--- src/rtl/noise_pkg.sv ---
package noise_pkg;

    localparam int unsigned NZ_LFSR_W = 15;
    localparam int unsigned NZ_IDX_W  = 4;
    localparam int unsigned NZ_CNT_W  = 12;
    localparam int unsigned NZ_VOL_W  = 4;

    typedef struct packed {
        logic                short_mode;
        logic [NZ_IDX_W-1:0] rate_sel;
    } nz_cfg_t;

    // Cycles between shift steps, per rate selector (all even: two cycles per sound-unit tick)
    function automatic logic [NZ_CNT_W-1:0] nz_period(input logic [NZ_IDX_W-1:0] sel);
        logic [NZ_CNT_W-1:0] p;
        case (sel)
            4'd0:    p = 12'd4;
            4'd1:    p = 12'd8;
            4'd2:    p = 12'd16;
            4'd3:    p = 12'd32;
            4'd4:    p = 12'd64;
            4'd5:    p = 12'd96;
            4'd6:    p = 12'd128;
            4'd7:    p = 12'd160;
            4'd8:    p = 12'd202;
            4'd9:    p = 12'd254;
            4'd10:   p = 12'd380;
            4'd11:   p = 12'd508;
            4'd12:   p = 12'd762;
            4'd13:   p = 12'd1016;
            4'd14:   p = 12'd2034;
            default: p = 12'd4068;
        endcase
        return p;
    endfunction

endpackage

--- src/rtl/noise_divider.sv ---
module noise_divider
    import noise_pkg::*;
#(
    parameter int unsigned CNT_W = NZ_CNT_W,
    parameter int unsigned IDX_W = NZ_IDX_W
) (
    input  logic             clk,
    input  logic             rst_n,
    input  logic [IDX_W-1:0] rate_sel,
    output logic             step,
    output logic [CNT_W-1:0] count
);

    typedef struct packed {
        logic [CNT_W-1:0] cnt;
    } div_state_t;

    localparam logic [CNT_W-1:0] ONE       = CNT_W'(1);
    localparam logic [CNT_W-1:0] RESET_CNT = CNT_W'(nz_period('0)) - ONE;

    div_state_t st_d, st_q;

    always_comb begin
        st_d = st_q;
        step = (st_q.cnt == '0);
        if (step) begin
            st_d.cnt = CNT_W'(nz_period(rate_sel)) - ONE;
        end else begin
            st_d.cnt = st_q.cnt - ONE;
        end
    end

    always_ff @(posedge clk or negedge rst_n) begin
        if (!rst_n) begin
            st_q.cnt <= RESET_CNT;
        end else begin
            st_q <= st_d;
        end
    end

    assign count = st_q.cnt;

endmodule

--- src/rtl/noise_lfsr.sv ---
module noise_lfsr
    import noise_pkg::*;
#(
    parameter int unsigned WIDTH     = NZ_LFSR_W,
    parameter int unsigned TAP_LONG  = 1,
    parameter int unsigned TAP_SHORT = 6
) (
    input  logic             clk,
    input  logic             rst_n,
    input  logic             step,
    input  logic             short_mode,
    output logic [WIDTH-1:0] state
);

    localparam logic [WIDTH-1:0] SEED = WIDTH'(1);

    typedef struct packed {
        logic [WIDTH-1:0] sr;
    } sr_state_t;

    sr_state_t st_d, st_q;
    logic      feedback;

    always_comb begin
        st_d     = st_q;
        feedback = st_q.sr[0] ^ (short_mode ? st_q.sr[TAP_SHORT] : st_q.sr[TAP_LONG]);
        if (step) begin
            st_d.sr = {feedback, st_q.sr[WIDTH-1:1]};
        end
    end

    always_ff @(posedge clk or negedge rst_n) begin
        if (!rst_n) begin
            st_q.sr <= SEED;
        end else begin
            st_q <= st_d;
        end
    end

    assign state = st_q.sr;

endmodule

--- src/rtl/noise_channel.sv ---
module noise_channel
    import noise_pkg::*;
#(
    parameter int unsigned LFSR_W = NZ_LFSR_W,
    parameter int unsigned IDX_W  = NZ_IDX_W,
    parameter int unsigned CNT_W  = NZ_CNT_W,
    parameter int unsigned VOL_W  = NZ_VOL_W
) (
    input  logic             clk,
    input  logic             rst_n,
    input  logic             wr_en,
    input  logic [7:0]       wr_data,
    input  logic [VOL_W-1:0] volume,
    input  logic             len_active,
    output logic [VOL_W-1:0] level
);

    localparam int unsigned MODE_BIT = 7;

    nz_cfg_t          cfg_d, cfg_q;
    logic             step;
    logic [CNT_W-1:0] count;
    logic [LFSR_W-1:0] sr;
    logic             unused_wr_bits;

    assign unused_wr_bits = ^wr_data[MODE_BIT-1:IDX_W];

    always_comb begin
        cfg_d = cfg_q;
        if (wr_en) begin
            cfg_d.short_mode = wr_data[MODE_BIT];
            cfg_d.rate_sel   = wr_data[IDX_W-1:0];
        end
    end

    always_ff @(posedge clk or negedge rst_n) begin
        if (!rst_n) begin
            cfg_q <= '0;
        end else begin
            cfg_q <= cfg_d;
        end
    end

    noise_divider #(
        .CNT_W (CNT_W),
        .IDX_W (IDX_W)
    ) u_div (
        .clk      (clk),
        .rst_n    (rst_n),
        .rate_sel (cfg_q.rate_sel),
        .step     (step),
        .count    (count)
    );

    noise_lfsr #(
        .WIDTH     (LFSR_W),
        .TAP_LONG  (1),
        .TAP_SHORT (6)
    ) u_lfsr (
        .clk        (clk),
        .rst_n      (rst_n),
        .step       (step),
        .short_mode (cfg_q.short_mode),
        .state      (sr)
    );

    always_comb begin
        if (sr[0] || !len_active) begin
            level = '0;
        end else begin
            level = volume;
        end
    end

endmodule

--- config.mk ---
export PLATFORM = sky130hd
export DESIGN_NAME = noise_channel
export DESIGN_NICKNAME = d
export VERILOG_FILES = /design/src/rtl/noise_pkg.sv /design/src/rtl/noise_divider.sv /design/src/rtl/noise_lfsr.sv /design/src/rtl/noise_channel.sv
export SDC_FILE = /design/constraint.sdc
export NUM_CORES = 1
export LEC_CHECK = 0
export BUFFER_PORTS_ARGS = -buffer_cell sky130_fd_sc_hd__buf_2
export CAP_MARGIN = 10
export CORE_AREA = 5 5 89 91
export DETAILED_ROUTE_END_ITERATION = 10
export DIE_AREA = 0 0 94 96
export GPL_TIMING_DRIVEN = 0
export PLACE_DENSITY = 0.5
export SLEW_MARGIN = 20
export SYNTH_ARGS = -nofsm -noshare
export SYNTH_HDL_FRONTEND = slang
export SYNTH_SLANG_ARGS = --single-unit
--- constraint.sdc ---
create_clock -name clk -period 3.2 [get_ports clk]
set_clock_uncertainty 0.15 [all_clocks]
set_input_delay 0.32 -clock clk [delete_from_list [all_inputs] [get_ports clk]]
set_output_delay 0.32 -clock clk [all_outputs]
set_load 0.02 [all_outputs]
# ---- Word-level counts from Yosys, hierarchy flattened
# Memories as Yosys holds them, arrays and structs flattened.
# Index checks and enable logic that the tools add are counted.
# W data, S select, Z words.
dict set report classes {
  addsub 2
  n_mux 4
  bitwise_logic 1
  n_reduce_logical 3
}
# operator n
set ops {}
lappend ops {{$mux W12} 2}
lappend ops {{$sub A12 B1 Y12 const B} 2}
lappend ops {{$logic_not A12 Y1} 1}
lappend ops {{$mux W4} 1}
lappend ops {{$logic_not A1 Y1} 1}
lappend ops {{$logic_or A1 B1 Y1} 1}
lappend ops {{$mux W1} 1}
lappend ops {{$xor A1 B1 Y1} 1}
dict set report totals {
  regBits 32
  mem_bits_ro 176
  input_bits 16
  output_inout_bits 4
  wordCells 15
  n_memories 1
}
# name depth width read_ports rd_clocked_by_memory_dff wr line_no
set mem_list {}
lappend mem_list {{(no name shown)} 16 11 1 0 0 noise_pkg.sv:16} ;# case (sel)

# ---- Depth between registers and ports, before layout
dict set report logic_depth {
  depth_word 4
  mapped_depth 9
}

# ---- Hierarchy
# Synthesis repeated with hierarchy kept, for this count alone.
dict set report unflattened {
  hier_cells 150
  area_unflattened_um2 1686.6
}
# module n_inst cells_each area_each_um2 seq_area_each_um2
set modules_own_cells {}
lappend modules_own_cells {noise_divider 1 102 885.8 302.8}
lappend modules_own_cells {noise_lfsr 1 34 584.3 376.6}
lappend modules_own_cells {noise_channel 1 14 216.5 125.1}

# ---- Worst setup path after synthesis
# OpenSTA, ideal clock, no wires.
dict set report synth_path {
  kind {register to register}
  start {register u_div.st_q (netlist bit u_div.count[0])}
  end {register u_lfsr.state[10] (netlist name)}
  setup_ns 0.125
  arrival_ns 2.121
  slack_ns 0.804
  path_stages_with_launch 8
  path_buffers 2
  period_less_slack_ns 2.396
  cell_sequence {dfstp_2 inv_1 ha_1 or3b_1 buf_6 nor4_4 buf_6 mux2_4}
}
dict set report synth_via {
  elab_chain_cells 1
}
# element line_no
set synth_rtl {}
lappend synth_rtl {{from (decl)} noise_divider.sv:21} ;# div_state_t st_d, st_q;
lappend synth_rtl {{from (signal assigned)} noise_divider.sv:37} ;# st_q <= st_d;
lappend synth_rtl {{$logic_not A12 Y1} noise_divider.sv:25} ;# step = (st_q.cnt == '0);
# Every way passes these cells.
# A chain may end at the register's enable or synchronous reset.

==> impl_metrics.xml <==
<?xml version="1.0" encoding="UTF-8"?>
<metrics>
  <group name="timing">
    <metric name="unrepaired_setup_endpoints_after_global_routing" unit="">false</metric>
    <metric name="finalHoldViolations" unit="">0</metric>
    <metric name="slew_viol_final" unit="">0</metric>
    <metric name="fin_crit_sh" unit="%">83.81</metric>
    <metric name="setup_viol" unit="">0</metric>
    <metric name="final_critical_path_required_period" unit="ps">2682</metric>
    <metric name="peak_clock_frequency_supported_by_timing" unit="GHz">0.3729</metric>
    <metric name="setup_total_negative_slack" unit="ps">0</metric>
    <metric name="tightest_slew" unit="ps">744.2</metric>
    <metric name="worst_max_slew_margin_expressed_relative_to_the_limit" unit="%">50.02</metric>
  </group>
  <group name="floorplanning">
    <metric name="rows" unit="">31</metric>
    <metric name="initial_utilization" unit="%">24.03</metric>
    <metric name="die-height" unit="um">96</metric>
    <metric name="fp.dieArea" unit="um^2">9024</metric>
    <metric name="chipWidth" unit="um">94</metric>
    <metric name="core_area" unit="um^2">7059</metric>
    <metric name="top_level_ports" unit="">20</metric>
  </group>
  <group name="routing">
    <metric name="drtIter0Drc" unit="">41</metric>
    <metric name="route.detailed.drc" unit="">0</metric>
    <metric name="vias_per_cell" unit="">4.203</metric>
    <metric name="wire_per_inst" unit="um">11.82</metric>
    <metric name="route.antenna.remaining_nets" unit="">0</metric>
    <metric name="via_count" unit="">1139</metric>
    <metric name="drt_pre_antenna_iters" unit="">4</metric>
    <metric name="wl" unit="mm">3.204</metric>
  </group>
  <group name="clock_network">
    <metric name="cts_tree" unit="">done</metric>
    <metric name="cts.reportedPaths.clkPinSlew" unit="ps">70</metric>
    <metric name="max-clock-path-buffers" unit="">2</metric>
    <metric name="cts.sinks" unit="">32</metric>
    <metric name="cts_made_buffers" unit="">5</metric>
    <metric name="cts_root_buf" unit="">sky130_fd_sc_hd__clkbuf_8</metric>
    <metric name="clk-insertion-delay-late" unit="ps">280</metric>
    <metric name="ctsHtreeMaxLevel" unit="">2</metric>
  </group>
  <group name="worst_setup_path">
    <metric name="endpoint_kind" unit="">register</metric>
    <metric name="setup.worst_path.class" unit="">reg2reg</metric>
    <metric name="critPathSlowestCell" unit="">sky130_fd_sc_hd__or4_1</metric>
    <metric name="worstPathCellList" unit="">clkbuf_1, clkbuf_1, maj3_1, a21oi_1, ha_1, nand2b_1, or4_1, a32oi_1</metric>
    <metric name="crit_required" unit="ps">3240</metric>
    <metric name="crit_path_start_kind" unit="">register</metric>
    <metric name="critPathMaxFanout" unit="">10</metric>
    <metric name="cp_common_cell" unit="">sky130_fd_sc_hd__clkbuf_1</metric>
    <metric name="delay_of_the_slowest_cell_on_the_worst_path" unit="ps">460</metric>
    <metric name="worstPathArrival" unit="ps">2720</metric>
    <metric name="cp_num_buf_inv" unit="">2</metric>
    <metric name="crit_family" unit="">adder cells</metric>
  </group>
  <group name="grt">
    <metric name="grt_antenna_before_repair" unit="">0</metric>
    <metric name="grt_pass1_vias" unit="">1195</metric>
    <metric name="maximum_number_of_pins_on_one_net_before_global_route_repair" unit="">33</metric>
    <metric name="grt_util_all_layers" unit="%">8.027</metric>
    <metric name="global_route_wire_length_before_repair" unit="mm">5.602</metric>
    <metric name="grt.overflow.total" unit="">0</metric>
  </group>
  <group name="cells_and_area">
    <metric name="final.fill_count" unit="">763</metric>
    <metric name="layout_area_overhead" unit="%">18.88</metric>
    <metric name="area_of_the_multi_input_gates" unit="um^2">805.8</metric>
    <metric name="insertedDiodeCount" unit="">0</metric>
    <metric name="non_filler_cell_area_final" unit="um^2">2017</metric>
    <metric name="final_nets" unit="">189</metric>
    <metric name="combined_flip_flop_and_latch_cell_area" unit="um^2">804.5</metric>
    <metric name="drive_gt1_share" unit="%">30.23</metric>
  </group>
  <group name="outcome">
    <metric name="outcome" unit="">completed</metric>
  </group>
  <group name="synthesis">
    <metric name="yosys.cell_types.count" unit="">41</metric>
    <metric name="syn_area" unit="um^2">1697</metric>
    <metric name="synth_edf_count" unit="">0</metric>
    <metric name="synth_most_common_cell" unit="">sky130_fd_sc_hd__dfrtp_1</metric>
    <metric name="syn-instance-count" unit="">148</metric>
    <metric name="yosysSeqAreaShare" unit="%">47.42</metric>
    <metric name="synthesis.area_per_instance" unit="um^2">11.46</metric>
    <metric name="yosysWarnings" unit="">0</metric>
    <metric name="ys_ff_latch" unit="">32</metric>
    <metric name="postSynthNetCount" unit="">166</metric>
    <metric name="synth_top_cells_by_area" unit="">sky130_fd_sc_hd__dfrtp_1, sky130_fd_sc_hd__mux2_2, sky130_fd_sc_hd__mux2_4</metric>
    <metric name="synth_top_area_cell" unit="">sky130_fd_sc_hd__dfrtp_1</metric>
    <metric name="synth.top_cell.area_share" unit="%">42.77</metric>
    <metric name="synth_top_flop_cell" unit="">sky130_fd_sc_hd__dfrtp_1</metric>
    <metric name="yosys-top-cells-count" unit="">sky130_fd_sc_hd__dfrtp_1, sky130_fd_sc_hd__mux2_2, sky130_fd_sc_hd__a21oi_1, sky130_fd_sc_hd__clkbuf_1, sky130_fd_sc_hd__mux2_4</metric>
    <metric name="synth_async_sr_flop_share" unit="%">100.0</metric>
  </group>
  <group name="placed_design">
    <metric name="hpwl_reported_at_the_end_of_detailed_placement" unit="mm">2.252</metric>
    <metric name="replace_congestion" unit="">0.7817</metric>
    <metric name="postPlaceCellArea" unit="um^2">1896</metric>
    <metric name="place.port_buffers" unit="">15</metric>
  </group>
  <group name="hold_path">
    <metric name="min_path_type" unit="">in2reg</metric>
  </group>
  <group name="power">
    <metric name="vdd_drop_max" unit="V">0.0002366</metric>
    <metric name="p_leak" unit="nW">0.8590</metric>
    <metric name="power-per-cell-area" unit="nW/um^2">575.5</metric>
    <metric name="post-layout-total-power" unit="mW">1.161</metric>
  </group>
  <group name="job">
    <metric name="maxCapViolations" unit="">0</metric>
  </group>
</metrics>
-- final cells by class --
| class | count | area share (%) |
|---|---|---|
| Clock buffer | 5 | 3.412 |
| Clock inverter | 3 | 2.109 |
| Inverter | 6 | 1.117 |
| Buffer | 11 | 3.164 |
| Tap cell | 99 | 6.141 |
| Timing Repair Buffer | 16 | 4.218 |
| Multi-Input combinational cell | 99 | 39.95 |
| Sequential cell | 32 | 39.89 |
-- tightest hold or removal path: cells and delay by family --
kind	cells	cell delay (ps)
buf+inv	1	80
compound gates	1	60
simple gates	1	30
-- cells by family (layout without fill, tap and decap cells) --
kind of cell,after synthesis,after routing,share of synthesized area (%)
compound gates,27,27,10.84
flops,32,32,47.42
fa+ha+maj,4,4,2.655
mux,22,22,16.22
simple gates,36,36,12.61
buf+inv,17,41,5.088
xor+xnor,10,10,5.162
-- sequential cells by signal, summed over array words and instances, names as in the netlist --
| name | cells |
|---|---|
| u_lfsr.state | 15 |
| u_div.count | 12 |
| cfg_q | 5 |
-- cell usage in the layout (no fill, tap or decap), types with 2 or more instances in the layout --
cell type,netlist,final
sky130_fd_sc_hd__a21oi_1,8,8
sky130_fd_sc_hd__buf_2,0,15
sky130_fd_sc_hd__ha_1,2,2
sky130_fd_sc_hd__buf_6,3,3
sky130_fd_sc_hd__nand2b_1,3,3
sky130_fd_sc_hd__dfstp_2,3,3
sky130_fd_sc_hd__or4_1,3,3
sky130_fd_sc_hd__and2_1,4,4
sky130_fd_sc_hd__xor2_1,4,4
sky130_fd_sc_hd__clkbuf_8,0,5
sky130_fd_sc_hd__o31a_1,2,2
sky130_fd_sc_hd__maj3_1,2,2
sky130_fd_sc_hd__nand2_1,6,6
sky130_fd_sc_hd__xnor2_1,6,6
sky130_fd_sc_hd__o21ai_0,4,4
sky130_fd_sc_hd__mux2_2,12,12
sky130_fd_sc_hd__dfrtp_1,29,29
sky130_fd_sc_hd__a31oi_1,2,2
sky130_fd_sc_hd__mux2_4,8,8
sky130_fd_sc_hd__nor3_1,4,4
sky130_fd_sc_hd__nor2_1,5,5
sky130_fd_sc_hd__nand3_1,3,3
sky130_fd_sc_hd__clkbuf_1,8,8
sky130_fd_sc_hd__nor4_1,2,2
sky130_fd_sc_hd__inv_1,6,6
sky130_fd_sc_hd__mux2i_1,2,2
-- path summary, 6_finish.rpt --
check                               start  slack (ps)  depth (start not counted)                to
max                              cfg_q[0]         520                          8    u_div.count[9]
min                            wr_data[2]          90                          3          cfg_q[2]
max reg2reg                      cfg_q[0]         520                          8    u_div.count[9]
min reg2reg                u_div.count[0]         330                          1    u_div.count[0]
max in group asynchronous           rst_n        1960                          2  u_lfsr.state[14]
min in group asynchronous           rst_n         480                          2          cfg_q[2]
-- through the flow --
| step | hold slack, ps | instances | util (%) | setup slack, ps |
|---|---|---|---|---|
| final | 91.51 | 271 | 28.57 | 518.2 |
| after global routing | 83.71 | 271 | 28.57 | 363.4 |
| after CTS | 83.85 | 271 | 28.57 | 509.0 |
| after detailed placement | 281.6 | 262 | 26.85 | 521.7 |
| after global placement | 286.9 | 262 | 26.85 | 525.7 |
| after floorplan | -125.6 | 148 | - | 804.1 |
-- power breakdown --
part / internal (mW) / total, mW / switching (mW)
logic: 0.113 / 0.236 / 0.123
registers: 0.476 / 0.541 / 0.0656
clock network: 0.230 / 0.384 / 0.153
total: 0.818 / 1.16 / 0.342
-- per-layer routing --
layer | vias to the layer above | track usage [%] | wire (um)
met5 | - | 0 | 0
met4 | 0 | 3.730 | 57
met3 | 4 | 2.737 | 152
met2 | 25 | 11.77 | 1386
met1 | 537 | 10.61 | 1606
li1 | 573 | - | -
-- repair_timing --
item	CTS	global route
buffers inserted	0	0
gates resized for setup	0	0
hold endpoints to repair	29	0
hold buffers	1	0
setup endpoints to repair	0	0
Power figures use the tool's default switching activity.
